### src/rtl/ncr_pkg.sv
package ncr_pkg;
  // Decoded port selection; one instance carries write strobes, one read select.
  typedef struct packed {
    logic       cfgA;
    logic       cfgB;
    logic       region;
    logic [2:0] regIdx;   // up to eight regions
    logic [1:0] regByte;  // 0..2 within a region
  } portSel_t;

  localparam int unsigned ADDR_W     = 32;
  localparam int unsigned BYTE_W     = 8;
  localparam int unsigned SIZE_SHIFT = 11;  // size = 2^(code+SIZE_SHIFT)
  localparam int unsigned MB_BITS    = 20;
  localparam int unsigned LOWWIN_BITS = 16;
endpackage

### src/rtl/ncr_ctrl.sv
module ncr_ctrl
  import ncr_pkg::*;
#(
  parameter int unsigned NUM_REGIONS   = 4,
  parameter logic [7:0]  CFGA_IDX      = 8'hC0,
  parameter logic [7:0]  CFGB_IDX      = 8'hC1,
  parameter logic [7:0]  REGION_BASE   = 8'hC4
) (
  input  logic [7:0] portIdx,
  input  logic       wrEn,
  output portSel_t   rdSel,
  output portSel_t   wrStb
);
  always_comb begin
    rdSel = '0;
    rdSel.cfgA = (portIdx == CFGA_IDX);
    rdSel.cfgB = (portIdx == CFGB_IDX);
    for (int i = 0; i < NUM_REGIONS; i++) begin
      for (int j = 0; j < 3; j++) begin
        if (portIdx == 8'(int'(REGION_BASE) + 3 * i + j)) begin
          rdSel.region  = 1'b1;
          rdSel.regIdx  = 3'(i);
          rdSel.regByte = 2'(j);
        end
      end
    end
  end

  always_comb begin
    wrStb        = rdSel;
    wrStb.cfgA   = rdSel.cfgA & wrEn;
    wrStb.cfgB   = rdSel.cfgB & wrEn;
    wrStb.region = rdSel.region & wrEn;
  end
endmodule

### src/rtl/ncr_datapath.sv
module ncr_datapath
  import ncr_pkg::*;
#(
  parameter int unsigned NUM_REGIONS = 4
) (
  input  logic              clk,
  input  logic              rstN,
  input  portSel_t          wrStb,
  input  portSel_t          rdSel,
  input  logic [BYTE_W-1:0] wrData,
  input  logic [ADDR_W-1:0] lookupAddr,
  output logic [BYTE_W-1:0] rdData,
  output logic              nonCacheable
);
  logic [BYTE_W-1:0] cfgAQ;
  logic              cfgBQ;
  logic [BYTE_W-1:0] regQ [NUM_REGIONS][3];
  logic [NUM_REGIONS-1:0] regionHit;
  logic lowWinHit, vgaWinHit;

  always_ff @(posedge clk or negedge rstN) begin
    if (!rstN) begin
      cfgAQ <= '0;
      cfgBQ <= 1'b0;
      for (int i = 0; i < NUM_REGIONS; i++)
        for (int j = 0; j < 3; j++)
          regQ[i][j] <= '0;
    end else begin
      if (wrStb.cfgA) cfgAQ <= wrData;
      if (wrStb.cfgB) cfgBQ <= wrData[0];
      for (int i = 0; i < NUM_REGIONS; i++)
        for (int j = 0; j < 3; j++)
          if (wrStb.region && wrStb.regIdx == 3'(i) && wrStb.regByte == 2'(j))
            regQ[i][j] <= wrData;
    end
  end

  always_comb begin
    rdData = '0;
    if (rdSel.cfgA) rdData = cfgAQ;
    if (rdSel.cfgB) rdData = {7'b0, cfgBQ};
    for (int i = 0; i < NUM_REGIONS; i++)
      for (int j = 0; j < 3; j++)
        if (rdSel.region && rdSel.regIdx == 3'(i) && rdSel.regByte == 2'(j))
          rdData = regQ[i][j];
  end

  // Fixed legacy windows
  assign lowWinHit = cfgAQ[0] & (lookupAddr[MB_BITS-1:LOWWIN_BITS] == '0);
  assign vgaWinHit = cfgAQ[1] & (lookupAddr[ADDR_W-1:MB_BITS] == '0)
                   & (lookupAddr[MB_BITS-1:17] >= 3'b101);

  // Programmable regions
  for (genvar g = 0; g < NUM_REGIONS; g++) begin : gRegion
    logic [ADDR_W-1:0] baseAddr;
    logic [ADDR_W-1:0] keepMask;
    logic [3:0]        sizeCode;
    assign sizeCode = regQ[g][2][3:0];
    assign baseAddr = {regQ[g][0], regQ[g][1], regQ[g][2][7:4], 12'h000};
    assign keepMask = {ADDR_W{1'b1}} << (5'(sizeCode) + 5'(SIZE_SHIFT));
    assign regionHit[g] = (sizeCode == 4'hF) |
                          ((sizeCode != 4'h0) &
                           (((lookupAddr ^ baseAddr) & keepMask) == '0));
  end

  assign nonCacheable = lowWinHit | vgaWinHit | (|regionHit);
endmodule

### src/rtl/ncr_decoder.sv
module ncr_decoder
  import ncr_pkg::*;
#(
  parameter int unsigned NUM_REGIONS = 4,
  parameter logic [7:0]  CFGA_IDX    = 8'hC0,
  parameter logic [7:0]  CFGB_IDX    = 8'hC1,
  parameter logic [7:0]  REGION_BASE = 8'hC4
) (
  input  logic        clk,
  input  logic        rstN,
  input  logic [7:0]  portIdx,
  input  logic [7:0]  wrData,
  input  logic        wrEn,
  output logic [7:0]  rdData,
  input  logic [31:0] lookupAddr,
  output logic        nonCacheable
);
  portSel_t rdSel, wrStb;

  ncr_ctrl #(
    .NUM_REGIONS(NUM_REGIONS), .CFGA_IDX(CFGA_IDX),
    .CFGB_IDX(CFGB_IDX), .REGION_BASE(REGION_BASE)
  ) u_ctrl (
    .portIdx(portIdx), .wrEn(wrEn), .rdSel(rdSel), .wrStb(wrStb)
  );

  ncr_datapath #(.NUM_REGIONS(NUM_REGIONS)) u_dp (
    .clk(clk), .rstN(rstN), .wrStb(wrStb), .rdSel(rdSel),
    .wrData(wrData), .lookupAddr(lookupAddr),
    .rdData(rdData), .nonCacheable(nonCacheable)
  );
endmodule

### config.mk
export PLATFORM = sky130hd
export DESIGN_NAME = ncr_decoder
export DESIGN_NICKNAME = d
export VERILOG_FILES = /design/src/rtl/ncr_pkg.sv /design/src/rtl/ncr_ctrl.sv /design/src/rtl/ncr_datapath.sv /design/src/rtl/ncr_decoder.sv
export SDC_FILE = /design/constraint.sdc
export NUM_CORES = 1
export LEC_CHECK = 0
export ABC_AREA = 0
export ABC_CLOCK_PERIOD_IN_PS = 2200
export BUFFER_PORTS_ARGS = -buffer_cell sky130_fd_sc_hd__buf_2
export CELL_PAD_IN_SITES_DETAIL_PLACEMENT = 1
export CELL_PAD_IN_SITES_GLOBAL_PLACEMENT = 1
export CORE_MARGIN = 1
export CORE_UTILIZATION = 44
export CTS_CLUSTER_SIZE = 10
export DETAILED_ROUTE_END_ITERATION = 6
export HOLD_SLACK_MARGIN = 0.08
export MAX_ROUTING_LAYER = met4
export PLACE_DENSITY_LB_ADDON = 0.1
export SYNTH_ARGS = -nofsm -noshare
export SYNTH_HDL_FRONTEND = slang
export SYNTH_SLANG_ARGS = --single-unit
### constraint.sdc
create_clock -name clk -period 2.2 [get_ports clk]
set_input_delay 0.11 -clock clk [delete_from_list [all_inputs] [get_ports clk]]
set_output_delay 0.11 -clock clk [all_outputs]
set_load 0.1 [all_outputs]
==> metrics.md <==
| Metric | Value |
|---|---|
| Outcome | complete, but fails checks |
| Failing checks | setup timing |
| Worst Path Class, Setup | reg2out |
| Clock Latency Late Sink | 350 ps |
| RR Startpoint | u_dp.gRegion[3].sizeCode[3] |
| Reg-to-Reg End | u_dp.gRegion[3].sizeCode[3] |
| Commonest cells after routing, fill and taps aside | buf_4, dfrtp_1, mux2_2 |
| WL/cell | ~29 microns |
| Die Span Y | between 100 and 150 microns |
| TritonCTS clock tree | yes |
| Routed wire length | 34500 microns |
| Hold depth | 3 |
| Post-synthesis async set-or-reset flop share | 100% |
| Reg clk slew, reported paths | about 80 ps |
| Setup TNS | -3040 ps |
| CTS buffer count | 9 |
| Layout area overhead | 32.2% |
| Hold Crit Class | in2reg |
| Slew at the pin closest to its max-slew limit | around 790 ps |
| Final period demand of the worst path | 3030 ps |
| Post-Syn Nets | 865 |
| H-tree levels | 3 |
| IO buf count | slightly below 60 |
| Slew headroom | a little under half |
| Vias in the first global route | between 8000 and 9000 |
| DP Area | 9620 sq um |
| Final RePlAce weighted congestion | 0.962 |
| HP Start | wrData[1] |
| Clk_skew | 0 ps |
| Final instance area | 10300 sq um |
| Largest net degree at the start of global routing | 54 |
| Post-synth cell types | 78 |
| Syn. warnings | 0 |
| Final period utilization | 138% |
| R2R setup slack | 980 ps |
| Crit path arrival time | a little under 3000 ps |
| Final setup viols | 8 |
| Drc violations | 0 |
| Avg Cell Area, Syn | approximately 9.9 sq um |
| Ant. Diodes | 0 |
| Final antenna-violating net count | 0 |
| Post-Layout Cell Count | 1207 |
| Critical path required time | 2090 ps |
| Crit path max fanout | 3 |
| Via density | ~6.3 |
| Initial core utilization | a little under half |
| Worst Reg2Reg Path Length in Cells | 3 |
| Syn Inst Count | 790 |
| Net count, final | about 1100 |
| Synthesized cell area | 7790 sq um |
| Share of cells above drive strength 1 | between 40 and 50% |
| RSZ-0062 raised after global routing | yes |
| Primary FF master, synth | dfrtp_1 |
| WHS Endpoint | u_dp.gRegion[3].sizeCode[1] |
| Starting DRT DRC Count | roughly 650 |
| Total track usage | roughly two fifths |
| Clock Sinks | between 100 and 150 |
| LEAKAGE | a little under 5 nW |
| Dpl hpwl | 26400 microns |
| Power Total | roughly 5.2 mW |
| Die Wd | 135 microns |
| Total number of vias | about 7700 |
| Core ar. | about 17000 sq um |
| Placement Setup Slack | -591 ps |
| Io pins | 60 |
| CP Capture Type | primary output |
| Die area | 18300 sq um |
| Fmax | about 0.33 GHz |
| Number of flops mapped to enable cells by yosys | 0 |
| Max-slew violations | 0 |
| Gr ovfl total | 0 |
| Most common cell after layout, fill and taps aside | buf_4 |
| Max cap viols | 0 |
| Synth Register Bits | roughly 110 |
| Worst VDD drop | 0.358 mV |
| Antenna violations before repair | 0 |
| Register area share after synthesis | 33.7% |
| Final Hold Fails | 0 |
| Drt first pass iters | 6 |
| Clock Tree Buf Depth | 2 |
| CTS root buffer | clkbuf_16 |
| Post-Place Cells | about 1200 |
| First-pass GRT wire length | 51600 microns |
| Setup crit start kind | flop |
| Final worst setup slack | -834 ps |
| Power density cells | approximately 510 nW/um^2 |
| Cell Rows | 48 |
## state kept, by name (all words and copies together), names as in the netlist
name,count
u_dp.cfgBQ,1
u_dp.gRegion.sizeCode,16
u_dp.cfgAQ,8
u_dp.gRegion.baseAddr,80
## logic make-up after synthesis
kind of cell / after synthesis / synth area share, %
AO/OA/AOI/OAI: 207 / 17.7
XOR/XNOR: 86 / 9.86
adder cells (fa/ha/maj): 25 / 3.98
buffers and inverters: 79 / 4.61
flip-flops: 105 / 33.7
multiplexers: 118 / 18.4
AND/OR/NAND/NOR: 170 / 11.7
## synthesized netlist by cell type, types with 10 or more instances
library cell  number  share of area [%]
dfrtp_1          105                 34
mux2_2            65                9.4
nand2_1           57                2.7
xor2_1            46                5.2
a21oi_1           44                2.8
o21ai_0           41                2.6
xnor2_1           38                4.3
mux2_1            36                5.2
nor2_1            32                1.5
inv_1             29                1.4
ha_1              24                3.9
buf_2             23                1.5
clkbuf_1          18               0.87
o21ai_1           16                1.0
nand3_1           12               0.77
a2111oi_0         11                1.2
a31oi_1           11               0.88
mux4_2            10                2.9
nor2b_1           10               0.80
## per-layer routing
layer,global-route usage (%),vias to the layer above,routed length [microns]
met3,6.83,95,2810
met2,60.1,378,15700
met5,-,-,0
li1,-,3267,-
met4,16.1,0,1330
met1,54.0,3920,14600
## how the worst max path moves through the flow
| stage | from | end | slack, ps | depth (start not counted) |
|---|---|---|---|---|
| finish | u_dp.gRegion[0].sizeCode[0] | nonCacheable | -830 | 11 |
| global route | u_dp.gRegion[0].sizeCode[1] | nonCacheable | -930 | 10 |
| CTS | u_dp.gRegion[0].sizeCode[1] | nonCacheable | -840 | 11 |
| detailed placement | u_dp.gRegion[2].sizeCode[1] | nonCacheable | -590 | 11 |
| global placement | u_dp.gRegion[1].sizeCode[0] | nonCacheable | -540 | 13 |
| floorplan | u_dp.gRegion[3].sizeCode[1] | nonCacheable | -300 | 12 |
## power breakdown
| part | internal, mW | switching, mW |
|---|---|---|
| registers | 2.02 | 0.141 |
| clock network | 0.821 | 0.792 |
| logic | 0.627 | 0.814 |
| total | 3.47 | 1.75 |
## critical path, cell delays in order (launching register included)
cell and delay, ps:
dfrtp_1 400, inv_2 90, ha_4 160, inv_2 50
ha_4 160, a2111oi_4 300, a21oi_2 120, a2111oi_4 350
a41oi_2 180, nor4b_4 370, or4b_4 200, buf_12 160
## through the flow
stage / utilization [%] / hold WS, ps
global route: 59.6 / 182
global placement: 55.6 / 211
finish: 59.6 / 171
detailed placement: 55.6 / 216
CTS: 58.4 / 155
floorplan: - / -186
## cell type report
cell class              count  area, sq um
clock buffers              11          243
clock inverters             5         45.0
fillers                  1903         7000
flip-flops and latches    105         2630
well taps                 225          282
inverters                  30          115
multi-input cells         606         5240
repair buffers            225         1750
## timing repair
item,4_1_cts,5_1_grt
hold buffers,1,0
resized for setup,47,40
hold endpoints to repair,51,0
setup endpoints to repair,9,9
setup buffers,0,2
pin swaps,19,16
No activity file was read; power rests on OpenSTA's default activity.
